`config.mk`:
```
export PLATFORM = sky130hd
export DESIGN_NAME = stall_tracker
export DESIGN_NICKNAME = d
export VERILOG_FILES = /design/src/rtl/stall_tracker_pkg.sv /design/src/rtl/stall_mask_path.sv /design/src/rtl/stall_cycle_timer.sv /design/src/rtl/stall_sat_counter.sv /design/src/rtl/stall_tracker.sv
export SDC_FILE = /design/constraint.sdc
export NUM_CORES = 1
export LEC_CHECK = 0
export BUFFER_PORTS_ARGS = -buffer_cell sky130_fd_sc_hd__clkbuf_2
export CAP_MARGIN = 20
export CORE_MARGIN = 10
export CORE_UTILIZATION = 64
export DETAILED_ROUTE_END_ITERATION = 12
export PLACE_DENSITY = 0.88
export SYNTH_ARGS = -nofsm -noshare
export SYNTH_HDL_FRONTEND = slang
export SYNTH_SLANG_ARGS = --single-unit
export TNS_END_PERCENT = 50
```
`constraint.sdc`:
```
create_clock -name clk -period 12.2 [get_ports clk]
set_clock_uncertainty 0.15 [all_clocks]
set_input_delay 0 -clock clk [delete_from_list [all_inputs] [get_ports clk]]
set_output_delay 0 -clock clk [all_outputs]
set_load 0.01 [all_outputs]
```
`src/rtl/stall_tracker_pkg.sv`:
```
`timescale 1ns/1ps
// Package: shared constants and cause encoding for the stall-cause tracker.
// Assumes cause indices are small unsigned integers used as mask bit numbers.
package stall_tracker_pkg;

    // Default number of tracked stall causes.
    localparam int unsigned STALL_CAUSES_DEF = 4;

    // Encoding of the stall causes; the value is the mask bit position.
    typedef enum logic [1:0] {
        STALL_NO_MISS_REG = 2'd0,
        STALL_NO_TARGET   = 2'd1,
        STALL_NO_WB_BUF   = 2'd2,
        STALL_COHERENCE   = 2'd3
    } stall_cause_e;

endpackage

```
`src/rtl/stall_mask_path.sv`:
```
`timescale 1ns/1ps
// Module: one path's cause mask.
// Applies a clear and then a set each cycle. Reports whether the mask is
// nonzero, whether a set opened a new stall episode (the mask was empty
// after the clear), and whether a clear closed an episode (it removed a
// present bit and left the mask empty).
// Assumes cause indices at or above N are out of range and select no bit.
module stall_mask_path #(
    parameter int unsigned N  = 4,
    parameter int unsigned CW = 2
) (
    input  logic          clk,
    input  logic          rst_n,
    input  logic          set_vld,
    input  logic [CW-1:0] set_cause,
    input  logic          clr_vld,
    input  logic [CW-1:0] clr_cause,
    output logic [N-1:0]  mask_q,
    output logic          blocked,
    output logic          episode_begin,
    output logic          episode_end
);

    logic [N-1:0] set_bit;
    logic [N-1:0] clr_bit;
    logic [N-1:0] mask_mid;
    logic [N-1:0] mask_nxt;

    // Decode the strobes into one-hot bits and build the next mask, clear first.
    always_comb begin
        set_bit  = set_vld ? (N'(1) << set_cause) : '0;
        clr_bit  = clr_vld ? (N'(1) << clr_cause) : '0;
        mask_mid = mask_q & ~clr_bit;
        mask_nxt = mask_mid | set_bit;
    end

    // Flag the empty-to-stalled and stalled-to-empty transitions.
    always_comb begin
        episode_begin = set_vld && (mask_mid == '0);
        episode_end   = ((mask_q & clr_bit) != '0) && (mask_mid == '0);
    end

    // Hold the mask register.
    always_ff @(posedge clk) begin
        if (!rst_n) begin
            mask_q <= '0;
        end else begin
            mask_q <= mask_nxt;
        end
    end

    // The path is stalled while any cause bit is present.
    assign blocked = |mask_q;

endmodule

```
`src/rtl/stall_cycle_timer.sv`:
```
`timescale 1ns/1ps
// Module: free-running cycle count used as the time base for stall spans.
// Wraps silently; spans are taken as modular differences, so a span is
// exact as long as it is shorter than 2**W cycles.
module stall_cycle_timer #(
    parameter int unsigned W = 32
) (
    input  logic         clk,
    input  logic         rst_n,
    output logic [W-1:0] now_q
);

    // Advance the time base by one every clock.
    always_ff @(posedge clk) begin
        if (!rst_n) begin
            now_q <= '0;
        end else begin
            now_q <= now_q + W'(1);
        end
    end

endmodule

```
`src/rtl/stall_sat_counter.sv`:
```
`timescale 1ns/1ps
// Module: saturating accumulator.
// Adds inc_amt when inc_vld is high; a sum past the top sticks at all ones.
// Assumes the amount is unsigned and no wider than the counter.
module stall_sat_counter #(
    parameter int unsigned W = 32
) (
    input  logic         clk,
    input  logic         rst_n,
    input  logic         inc_vld,
    input  logic [W-1:0] inc_amt,
    output logic [W-1:0] cnt_q
);

    logic [W:0]   sum_wide;
    logic [W-1:0] cnt_nxt;

    // Form the sum with a carry bit and clamp on carry-out.
    always_comb begin
        sum_wide = {1'b0, cnt_q} + {1'b0, inc_amt};
        cnt_nxt  = sum_wide[W] ? {W{1'b1}} : sum_wide[W-1:0];
    end

    // Register the accumulated value.
    always_ff @(posedge clk) begin
        if (!rst_n) begin
            cnt_q <= '0;
        end else if (inc_vld) begin
            cnt_q <= cnt_nxt;
        end
    end

endmodule

```
`src/rtl/stall_tracker.sv`:
```
`timescale 1ns/1ps
// Module: stall-cause tracker top.
// Keeps an access-path mask and a snoop-path mask of stall causes and drives
// one blocked output per path. On the access path only, it counts stall
// episodes per starting cause and charges the span of each episode to the
// cause whose clear ended it. All counters saturate.
// Assumes at most one set per path and one shared clear per cycle.
module stall_tracker
    import stall_tracker_pkg::*;
#(
    parameter int unsigned NUM_CAUSES = STALL_CAUSES_DEF,
    parameter int unsigned CNT_W      = 32,
    localparam int unsigned CAUSE_W   = (NUM_CAUSES > 1) ? $clog2(NUM_CAUSES) : 1,
    localparam int unsigned FLAT_W    = NUM_CAUSES * CNT_W
) (
    input  logic                  clk,
    input  logic                  rst_n,
    input  logic                  acc_set_vld,
    input  logic [CAUSE_W-1:0]    acc_set_cause,
    input  logic                  snp_set_vld,
    input  logic [CAUSE_W-1:0]    snp_set_cause,
    input  logic                  clr_vld,
    input  logic [CAUSE_W-1:0]    clr_cause,
    output logic                  cpu_blocked,
    output logic                  mem_blocked,
    output logic [NUM_CAUSES-1:0] acc_mask,
    output logic [NUM_CAUSES-1:0] snp_mask,
    output logic [FLAT_W-1:0]     evt_cnt_flat,
    output logic [FLAT_W-1:0]     cyc_cnt_flat
);

    logic             acc_begin;
    logic             acc_end;
    logic             snp_begin;
    logic             snp_end;
    logic             snp_unused;
    logic [CNT_W-1:0] now_cyc;
    logic [CNT_W-1:0] start_q;
    logic [CNT_W-1:0] span;

    stall_mask_path #(.N(NUM_CAUSES), .CW(CAUSE_W)) u_acc_path (
        .clk           (clk),
        .rst_n         (rst_n),
        .set_vld       (acc_set_vld),
        .set_cause     (acc_set_cause),
        .clr_vld       (clr_vld),
        .clr_cause     (clr_cause),
        .mask_q        (acc_mask),
        .blocked       (cpu_blocked),
        .episode_begin (acc_begin),
        .episode_end   (acc_end)
    );

    stall_mask_path #(.N(NUM_CAUSES), .CW(CAUSE_W)) u_snp_path (
        .clk           (clk),
        .rst_n         (rst_n),
        .set_vld       (snp_set_vld),
        .set_cause     (snp_set_cause),
        .clr_vld       (clr_vld),
        .clr_cause     (clr_cause),
        .mask_q        (snp_mask),
        .blocked       (mem_blocked),
        .episode_begin (snp_begin),
        .episode_end   (snp_end)
    );

    // The snoop path does no accounting; its transition flags go nowhere.
    assign snp_unused = snp_begin ^ snp_end;

    stall_cycle_timer #(.W(CNT_W)) u_timer (
        .clk   (clk),
        .rst_n (rst_n),
        .now_q (now_cyc)
    );

    // Latch the time base when the access path opens an episode.
    always_ff @(posedge clk) begin
        if (!rst_n) begin
            start_q <= '0;
        end else if (acc_begin) begin
            start_q <= now_cyc;
        end
    end

    // Span of the episode being closed, in clock edges.
    assign span = now_cyc - start_q;

    // One event counter and one cycle counter per cause.
    for (genvar gi = 0; gi < NUM_CAUSES; gi++) begin : g_cause
        logic evt_hit;
        logic cyc_hit;

        // Select this cause for the episode start and episode end.
        always_comb begin
            evt_hit = acc_begin && (acc_set_cause == CAUSE_W'(gi));
            cyc_hit = acc_end   && (clr_cause     == CAUSE_W'(gi));
        end

        stall_sat_counter #(.W(CNT_W)) u_evt (
            .clk     (clk),
            .rst_n   (rst_n),
            .inc_vld (evt_hit),
            .inc_amt (CNT_W'(1)),
            .cnt_q   (evt_cnt_flat[gi*CNT_W +: CNT_W])
        );

        stall_sat_counter #(.W(CNT_W)) u_cyc (
            .clk     (clk),
            .rst_n   (rst_n),
            .inc_vld (cyc_hit),
            .inc_amt (span),
            .cnt_q   (cyc_cnt_flat[gi*CNT_W +: CNT_W])
        );
    end

endmodule

```
==> impl_results.md, run 1 <==
- Outcome: complete, no violations
- Clk network pwr share: around two fifths
- Place WS: between 5 and 6 ns
- Sw Share: between 20% and 30%
- Fill cells: 2420
- P_sw: between 800 and 900 uW
- Max Cap Viol: 0
- Drt pass-1 iters: 10
- Wire length on met3: about 5.5 mm
- Largest net degree at the start of global routing: 111
- H-Tree Depth: 2
- EDFF count, synth: 0
- FF+latch count, synth: about 330
- Commonest non-fill, non-tap cell in the layout: a21oi_1
- Crit path time final: about 6.5 ns
- # setup viols final: 0
- Yosys warns: 0
- Final Max Slew Viols: 0
- Synthesized Nets: roughly 2800
- Die Wd: 201 um
- Top Layer Used: met4
- Combinational share of power: 18.8%
- Commonest non-fill, non-tap cells in the layout: a21oi_1, dfxtp_1, clkbuf_2
- Power Density: 115 nW/um2
- Synth async-reset ratio: 0%
- Clock buffer depth: 3
- Global placer's final weighted congestion: about 1
- Grt ovf: 0
- DIE AREA: around 40000 um2
- Power, Total: around 2800 uW
- Initial Util: 64.5%
- Unique masters post-synth: 79
- Final worst-path setup slack: 5.72 ns
- Top cell type's share of synthesized area: 31.4%
- Critical path origin: u_timer.now_q[0]
- Mean post-synth cell area: 8.06 um2
- Highest Clock Rate: approximately 0.15 GHz
- Cts repair resizes: 0
- Worst reg2reg setup slack: roughly 5.7 ns
- Post-CTS Setup Bufs: 0
- Vias in the first global route: between 20000 and 25000
- Post-Synthesis Cell Area: 20900 um2
- Core box area: 32500 um2
- Sequential power share: 39.6%
- Vias: 21000
- CTS sink cnt: 328
- DR vias/cell: 6.34
- First-pass GRT wire length: 104 mm
- Ys flop type: dfxtp_1
- Top cell type by total area after synthesis: dfxtp_1
- Area Overhead vs Synth: 14.8%
- Row count: 66
- Die Y: 201 um
- Pint: 1940 uW
- CTS root buf: clkbuf_16
- PortBufs: 276
- DPL Wire Length: 45.8 mm
- Critical Path Max Stage Delay: 0.79 ns
- Hold Violations, Final: 0
- WP data required: 12.47 ns
- Post-Layout Cell Count: 3313
- Synth Instances: 2598
- Reg2reg end: g_cause[3].u_cyc.cnt_q[31]
- Measured slew at the worst slew-check pin: 1.25 ns
- Leakage power: 0.0108 uW
- Reg-to-reg startpoint: u_timer.now_q[0]
- # IOs: 277
- Violation count after the first detailed-route iteration: 1755
- Crit path to: g_cause[3].u_cyc.cnt_q[31]
- CTS tree: done
- Post-route DRC: 0
- RSZ-0062 raised after global routing: no
- Metal1 wirelength: 25.9 mm
- Hold Path Class: reg2reg
- Crit path DAT: 6.74 ns
- Worst Setup End Kind: flop
- Routed wire length: ~64 mm
- Fin crit share: 53.1%
- Crit-path max FO: 20
- Slew HR: 15.7%
- Count of hold-fix buffers inserted at cts: 20
- DP Cell Count: approximately 3200
- Remaining antenna violation count after routing: 0
- Met2 wire len: slightly above 30 mm
- Startpoint types: flop
- Worst-path clk slew: 0.06 ns
- WL per Instance: 19.4 um
- Nets: about 3000
- Worst Path Class, Setup: reg2reg
- # diodes: 0
- Largest cells by area after synthesis: dfxtp_1, ha_1, a21oi_1, xor2_1, o21ai_0
- Cts bufs inserted: 38
- Max VDD drop: 95.5 uV
- Initial antenna violation count: 0
- Clock latency on the worst-skew pair: 0.54 ns
- Worst path cell trace: inv_1 -> ha_1 -> inv_1 -> fa_1 -> a21o_1 -> a21oi_1 -> o21ai_0 -> a221oi_2 -> o31ai_1 -> a22oi_1 -> o21ai_0 -> a221o_1 -> a21oi_1 -> ha_1 -> a21oi_1 -> o21ai_0 -> a211oi_1 -> and2_1 -> and4b_1 -> nor3_1
- Gr usage total: 30.1%
- Layout cells sized above 1: 13.7%
- CP max stage cell: and2_1
- Seq/Total Area, Yosys: 31.4%
- Final TNS setup: 0 ns
- Reg2Reg Depth: 20
metal layers:
metal  up-vias  track usage [%]
li1       9917                -
met1      9907             36.3
met2      1007             51.4
met3       189             6.34
met4         0             11.9
met5         -                0
synth_stat cells, types with 7 or more instances:
| cell | n |
|---|---|
| o21bai_1 | 17 |
| mux2i_1 | 9 |
| a31oi_1 | 21 |
| o31ai_1 | 9 |
| o211ai_1 | 10 |
| nor3_1 | 38 |
| nand4_1 | 51 |
| nand3_1 | 119 |
| o221a_2 | 15 |
| o21a_1 | 21 |
| nor2b_1 | 15 |
| nand3b_1 | 7 |
| or3_1 | 12 |
| and4_1 | 20 |
| a21o_1 | 98 |
| clkbuf_1 | 81 |
| dfxtp_1 | 328 |
| and2_1 | 20 |
| o21ai_0 | 206 |
| nand2_1 | 206 |
| inv_1 | 86 |
| a21oi_1 | 396 |
| a211oi_1 | 13 |
| nor2_1 | 165 |
| and3_1 | 48 |
| xnor2_1 | 115 |
| xor2_1 | 139 |
| or2_2 | 9 |
| nand2b_1 | 19 |
| buf_2 | 12 |
| ha_1 | 176 |
kinds of logic (layout without fill, tap and decap cells):
family          Yosys count  after routing  share of synthesized area, %
compound gates          874            874                          24.8
xor+xnor                254            254                          10.6
fa+ha+maj               181            181                          11.0
buf+inv                 186            459                          3.55
flops                   328            328                          31.4
mux                      10             10                         0.484
simple gates            765            765                          18.2
how the worst min path moves through the flow:
stage	slack, ns	start	to	cells past startpoint
after floorplan	0.01	acc_set_vld	u_acc_path.mask_q[1]	2
after global placement	0.15	snp_set_cause[1]	u_snp_path.mask_q[2]	3
after detailed placement	0.16	snp_set_cause[1]	u_snp_path.mask_q[2]	3
after CTS	0.23	snp_set_cause[0]	u_snp_path.mask_q[3]	4
after global routing	0.33	start_q[14]	start_q[14]	2
final	0.30	start_q[15]	start_q[15]	2
power groups by stage:
stage	sequential, uW	clock, uW	combinational, uW
6_report	1090	1150	518
5_1_grt	1090	1190	564
4_1_cts	1090	1150	503
3_5_place_dp	1110	0	495
3_3_place_gp	1110	0	477
2_1_floorplan	1110	0	368
through the flow:
step / cell area, um2 / utilization [%] / hold WS [ns]
2_1_floorplan: 20900 / - / 0.0125
3_3_place_gp: 22600 / 69.5 / 0.147
3_5_place_dp: 22600 / 69.6 / 0.163
4_1_cts: 24000 / 74.0 / 0.226
5_1_grt: 24000 / 74.1 / 0.328
6_report: 24000 / 74.1 / 0.304
worst max-delay path, delay by kind of cell, from the launching register on:
kind	cells	cell delay [ns]
flops	1	0.35
fa+ha+maj	3	0.96
compound gates	12	3.63
simple gates	3	1.14
buf+inv	2	0.12
layout make-up:
type	instances	area, um2	share of cell area, %
Tap cell	442	553	2.30
Timing Repair Buffer	309	1710	7.11
Clock buffer	46	1020	4.25
Sequential cell	328	6570	27.3
Inverter	87	332	1.38
Multi-Input combinational cell	2084	13600	56.8
Clock inverter	17	208	0.864
flip-flops by register name, indices dropped and copies added (netlist names):
register	cells
u_snp_path.mask_q	4
u_acc_path.mask_q	4
start_q	32
g_cause.u_cyc.cnt_q	128
u_timer.now_q	32
g_cause.u_evt.cnt_q	128
Note: power is estimated with default switching activity, not from simulation.
==> run 2: changes to the inputs <==
--- a/config.mk
+++ b/config.mk
@@ -8,9 +8,9 @@
 export BUFFER_PORTS_ARGS = -buffer_cell sky130_fd_sc_hd__clkbuf_2
 export CAP_MARGIN = 20
 export CORE_MARGIN = 10
-export CORE_UTILIZATION = 64
+export CORE_UTILIZATION = 59
 export DETAILED_ROUTE_END_ITERATION = 12
-export PLACE_DENSITY = 0.88
+export PLACE_DENSITY = 0.82
 export SYNTH_ARGS = -nofsm -noshare
 export SYNTH_HDL_FRONTEND = slang
 export SYNTH_SLANG_ARGS = --single-unit
==> constraint.sdc (replaced) <==
create_clock -name clk -period 6.6 [get_ports clk]
set_clock_uncertainty 0.15 [all_clocks]
set_input_delay 0 -clock clk [delete_from_list [all_inputs] [get_ports clk]]
set_output_delay 0 -clock clk [all_outputs]
set_load 0.01 [all_outputs]
==> impl_results.md, run 2 (synthesis results as in run 1) <==
- Vias in the first global route: 20100
- Power Density: 213 nW/um2
- Biggest regs: g_cause.u_cyc.cnt_q x128, g_cause.u_evt.cnt_q x128
- H-Tree Depth: 2
- DIE AREA: 43400 um2
- Kind of cell adding the most delay to the critical path: compound AO/OA/AOI/OAI gates
- Final TNS setup: 0 ns
- Largest net degree at the start of global routing: 102
- RSZ-0062 raised after global routing: no
- Highest Clock Rate: about 0.17 GHz
- Global placer's final weighted congestion: roughly 1
- Worst path cell trace: inv_1 -> ha_1 -> inv_1 -> fa_1 -> a21o_1 -> a21oi_1 -> o21ai_0 -> a221oi_2 -> o31ai_1 -> a22oi_1 -> o21ai_0 -> nand4b_1 -> o311ai_0 -> buf_4 -> ha_1 -> and2_1 -> or2_2 -> a21oi_1 -> o21ai_0 -> a211oi_1 -> and2_1 -> buf_4 -> and4b_1 -> nor3_1
- Row count: 68
- Post-route DRC: 0
- Sw Share: 29.0%
- Die Wd: ~210 um
- Critical path's most frequent cell: o21ai_0
- Final worst-path setup slack: 0.566 ns
- Cts bufs inserted: 38
- Remaining antenna violation count after routing: 0
- Core box area: between 30000 and 40000 um2
- Drt pass-1 iters: 6
- Gr usage total: 27.1%
- Final core area utilization: around 69%
- Crit-path max FO: 20
- Layout cells sized above 1: between 10% and 20%
- Worst Path Class, Setup: reg2reg
- # diodes: 0
- Crit path DAT: 6.30 ns
- Leakage power: 0.0108 uW
- DPL Wire Length: 46.3 mm
- # setup viols final: 0
- Hold Violations, Final: 0
- Clock latency on the worst-skew pair: 0.56 ns
- PortBufs: 276
- CTS root buf: clkbuf_16
- Die Y: 208 um
- DP Cell Count: ~3200
- Max Cap Viol: 0
- Crit path time final: 6.03 ns
- WP data required: 6.87 ns
- Critical Path Max Stage Delay: 0.54 ns
- # IOs: around 280
- Final Max Slew Viols: 0
- Worst Setup End Kind: flop
- Routed wire length: between 60 and 70 mm
- CP max stage cell: a211oi_1
- Commonest non-fill, non-tap cells in the layout: a21oi_1, dfxtp_1, clkbuf_2
- Pint: 3660 uW
- Area Overhead vs Synth: 15.3%
- Outcome: complete, no violations
- Post-Layout Cell Count: 3334
- Nets: just over 3000
- Buf/Inv on CP: 4
- DR vias/cell: about 6
- Hold Path Class: in2reg
- Combinational share of power: a little under a fifth
- CTS sink cnt: ~330
- CTS tree: done
- Power, Total: 5150 uW
- Fin crit share: 91.4%
- Sequential power share: 39.1%
- Place WS: between 0.6 and 0.7 ns
- Clock buffer depth: 3
- Worst reg2reg setup slack: 0.57 ns
- Grt ovf: 0
- P_sw: 1490 uW
- Slew HR: 35.0%
- WL per Instance: 18.6 um
- Initial Util: between 60% and 70%
- Clk network pwr share: 42.4%
- Worst-path clk slew: 0.06 ns
- First-pass GRT wire length: 101 mm
- Fill cells: 2784
- Startpoint types: flop
- Measured slew at the worst slew-check pin: 0.965 ns
- Initial antenna violation count: 0
- Violation count after the first detailed-route iteration: roughly 1300
- Commonest non-fill, non-tap cell in the layout: a21oi_1
- Vias: about 20000
- Max VDD drop: 207 uV
run 2: final cells by class:
cell class | count | area [um2] | share of cell area, %
clock buffers | 53 | 1140 | 4.72
clock inverters | 11 | 150 | 0.622
inverters | 87 | 332 | 1.37
multi-input cells | 2084 | 13700 | 56.5
flip-flops and latches | 328 | 6570 | 27.2
well taps | 455 | 569 | 2.36
repair buffers | 316 | 1740 | 7.19
run 2: what timing repair did:
item | 4_1_cts | 5_1_grt
setup endpoints to repair | 0 | 2
resized for setup | 0 | 1
hold endpoints to repair | 76 | 0
setup buffers | 0 | 0
hold buffers | 21 | 0
run 2: worst paths after layout:
kind	start	to	cells after the start
max	u_timer.now_q[0]	g_cause[3].u_cyc.cnt_q[31]	24
min	snp_set_cause[1]	u_snp_path.mask_q[0]	5
max reg2reg	u_timer.now_q[0]	g_cause[3].u_cyc.cnt_q[31]	24
min reg2reg	start_q[22]	start_q[22]	2
run 2: per-layer routing:
layer | global-route usage (%) | up-vias | share of wire [%]
met3 | 5.29 | 122 | 7.9
met2 | 46.3 | 797 | 48
li1 | - | 9920 | -
met5 | 0 | - | 0
met1 | 32.9 | 9645 | 41
met4 | 10.5 | 0 | 3.2
run 2: worst reg2reg max path, cell delays in order, from the launching register on:
cell,delay [ns]
dfxtp_1,0.34
inv_1,0.07
ha_1,0.16
inv_1,0.06
fa_1,0.40
a21o_1,0.19
a21oi_1,0.26
o21ai_0,0.17
a221oi_2,0.51
o31ai_1,0.23
a22oi_1,0.27
o21ai_0,0.25
nand4b_1,0.17
o311ai_0,0.13
buf_4,0.20
ha_1,0.23
and2_1,0.18
or2_2,0.28
a21oi_1,0.22
o21ai_0,0.15
a211oi_1,0.54
and2_1,0.20
buf_4,0.25
and4b_1,0.23
nor3_1,0.05
run 2: power groups by stage:
| stage | registers [uW] | logic, uW | clock network (uW) |
|---|---|---|---|
| 6_report | 2020 | 955 | 2180 |
| 5_1_grt | 2020 | 1060 | 2290 |
| 4_1_cts | 2010 | 939 | 2220 |
| 3_5_place_dp | 2060 | 924 | 0 |
| 3_3_place_gp | 2060 | 903 | 0 |
| 2_1_floorplan | 2060 | 680 | 0 |
run 2: stage by stage:
| step | cell area, um2 | hold WS [ns] |
|---|---|---|
| finish | 24100 | 0.258 |
| global route | 24100 | 0.279 |
| CTS | 24100 | 0.204 |
| detailed placement | 22600 | 0.157 |
| global placement | 22600 | 0.149 |
| floorplan | 20900 | 0.0125 |
==> run 3: changes to the inputs <==
--- a/config.mk
+++ b/config.mk
@@ -9,6 +9,7 @@
 export CAP_MARGIN = 20
 export CORE_MARGIN = 10
 export CORE_UTILIZATION = 59
+export CTS_BUF_LIST = sky130_fd_sc_hd__clkbuf_4 sky130_fd_sc_hd__clkbuf_8 sky130_fd_sc_hd__clkbuf_16
 export DETAILED_ROUTE_END_ITERATION = 12
 export PLACE_DENSITY = 0.82
 export SYNTH_ARGS = -nofsm -noshare
==> constraint.sdc (replaced) <==
create_clock -name clk -period 6.9 [get_ports clk]
set_clock_uncertainty 0.15 [all_clocks]
set_input_delay 0 -clock clk [delete_from_list [all_inputs] [get_ports clk]]
set_output_delay 0 -clock clk [all_outputs]
set_load 0.01 [all_outputs]
==> impl_results.md, run 3 (synthesis results as in run 1) <==
- H-Tree Depth: 2
- Measured slew at the worst slew-check pin: approximately 0.98 ns
- Crit path DAT: 6.36 ns
- Area of the multi-input gates: 13600 um2
- Reg2reg end: g_cause[3].u_cyc.cnt_q[31]
- Clock buffer depth: 3
- Cts repair resizes: 0
- RSZ-0062 raised after global routing: no
- Die Y: 208 um
- Worst Hold End: g_cause[2].u_cyc.cnt_q[31]
- CP max stage cell: a221oi_2
- Worst-path clk slew: about 0.060 ns
- DIE AREA: 43400 um2
- Final TNS setup: 0 ns
- Worst Path Class, Setup: reg2reg
- Leakage power: 0.0109 uW
- Clock latency on the worst-skew pair: between 0.5 and 0.6 ns
- Drt pass-1 iters: 5
- Largest net degree at the start of global routing: 102
- Max Cap Viol: 0
- Fin crit share: around nine tenths
- Post-Layout Cell Count: about 3300
- CTS root buf: clkbuf_16
- Cell area after layout: about 24000 um2
- PortBufs: around 280
- DP Cell Count: about 3200
- Area Overhead vs Synth: 15.8%
- Crit path time final: 6.09 ns
- Commonest non-fill, non-tap cells in the layout: a21oi_1, dfxtp_1, clkbuf_2
- Critical path's most frequent cell: o21ai_0
- Final Max Slew Viols: 0
- Vias in the first global route: 19600
- # IOs: 277
- Commonest non-fill, non-tap cell in the layout: a21oi_1
- # setup viols final: 0
- WL per Instance: ~19 um
- Worst path cell trace: inv_1 -> ha_1 -> inv_1 -> fa_1 -> a21o_1 -> a21oi_1 -> o21ai_0 -> a221oi_2 -> o31ai_1 -> a22oi_1 -> o21ai_0 -> nand4b_1 -> o311ai_0 -> buf_4 -> ha_1 -> and2_1 -> or2_2 -> a21oi_1 -> o21ai_0 -> a211oi_1 -> nand2_1 -> nor4b_1 -> nor3_1
- Biggest regs: g_cause.u_cyc.cnt_q x128, g_cause.u_evt.cnt_q x128
- Hold Violations, Final: 0
- Core box area: 34800 um2
- Post-route DRC: 0
- Power Density: 211 nW/um2
- Initial Util: 60.2%
- Layout cells sized above 1: 14.2%
- Hold Path Depth: 8
- Global placer's final weighted congestion: 0.967
- Nets: 3044
- WP data required: 7.18 ns
- Initial antenna violation count: 0
- Violation count after the first detailed-route iteration: 1239
- Outcome: complete, no violations
- Sequential cell area: 6570 um2
- Worst reg2reg setup slack: 0.81 ns
- HP Start: clr_cause[1]
- # diodes: 0
- Hold Path Class: in2reg
- Kind of cell adding the most delay to the critical path: compound AO/OA/AOI/OAI gates
- Fill cells: 2790
- CTS tree: done
- Slew HR: 34.1%
- Placed Area: 22600 um2
- Routed wire length: 62.4 mm
- Reg-to-reg startpoint: u_timer.now_q[0]
- Row count: 68
- Count of hold-fix buffers inserted at cts: 19
- CTS sink cnt: 328
- Vias: 20400
- Crit-path max FO: 7
- Final core area utilization: 69.7%
- Remaining antenna violation count after routing: 0
- Critical Path Max Stage Delay: between 0.5 and 0.6 ns
- Worst Setup End Kind: flop
- Grt ovf: 0
- Die Wd: 208 um
- First-pass GRT wire length: between 100 and 150 mm
- DR vias/cell: 6.11
- Buf/Inv on CP: 3
- Highest Clock Rate: 0.164 GHz
- Gr usage total: a little over a quarter
- Cts bufs inserted: 38
- Post-CTS Setup Bufs: 0
- Max VDD drop: 281 uV
- DPL Wire Length: 46.2 mm
- Reg2Reg Depth: 23
- Startpoint types: flop
run 3: routing by layer:
| layer | up-vias | track usage [%] | routed length (um) |
|---|---|---|---|
| met1 | 9577 | 33.5 | 26500 |
| met3 | 112 | 5.33 | 4540 |
| li1 | 9936 | - | - |
| met2 | 772 | 45.5 | 29500 |
| met5 | - | 0 | 0 |
| met4 | 0 | 10.0 | 1870 |
run 3: metrics by stage:
| step | total power, uW | setup WS (ns) | hold slack [ns] |
|---|---|---|---|
| after floorplan | 2620 | 1.80 | 0.0125 |
| after global placement | 2830 | 0.994 | 0.149 |
| after detailed placement | 2850 | 0.909 | 0.155 |
| after CTS | 5120 | 0.834 | 0.142 |
| after global routing | 5310 | 0.234 | 0.224 |
| final | 5110 | 0.814 | 0.169 |
run 3: cell type report:
class	count	share of cell area, %
Inverter	87	1.37
Multi-Input combinational cell	2084	56.3
Clock inverter	16	1.12
Sequential cell	328	27.1
Timing Repair Buffer	313	7.05
Clock buffer	54	4.77
Tap cell	455	2.35
run 3: how the worst max path moves through the flow:
stage,startpoint,to,cells after the start
final,u_timer.now_q[0],g_cause[3].u_cyc.cnt_q[31],23
after global routing,u_timer.now_q[0],g_cause[3].u_cyc.cnt_q[31],20
after CTS,u_timer.now_q[0],g_cause[3].u_cyc.cnt_q[31],20
after detailed placement,u_timer.now_q[0],g_cause[3].u_cyc.cnt_q[31],20
after global placement,u_timer.now_q[0],g_cause[3].u_cyc.cnt_q[31],20
after floorplan,u_timer.now_q[0],g_cause[0].u_cyc.cnt_q[27],22
run 3: tightest hold or removal path, delay by kind of cell:
kind | cells | cell delay (ns)
AO/OA/AOI/OAI | 1 | 0.04
buffers and inverters | 1 | 0.10
AND/OR/NAND/NOR | 6 | 0.69
run 3: report_power, final:
group | leakage [uW] | internal [uW] | switching, uW | total (uW)
combinational | 0.00753 | 327 | 590 | 917
sequential | 0.00264 | 1910 | 19.0 | 1930
clock | 0.000698 | 1400 | 859 | 2260
total | 0.0109 | 3640 | 1470 | 5110
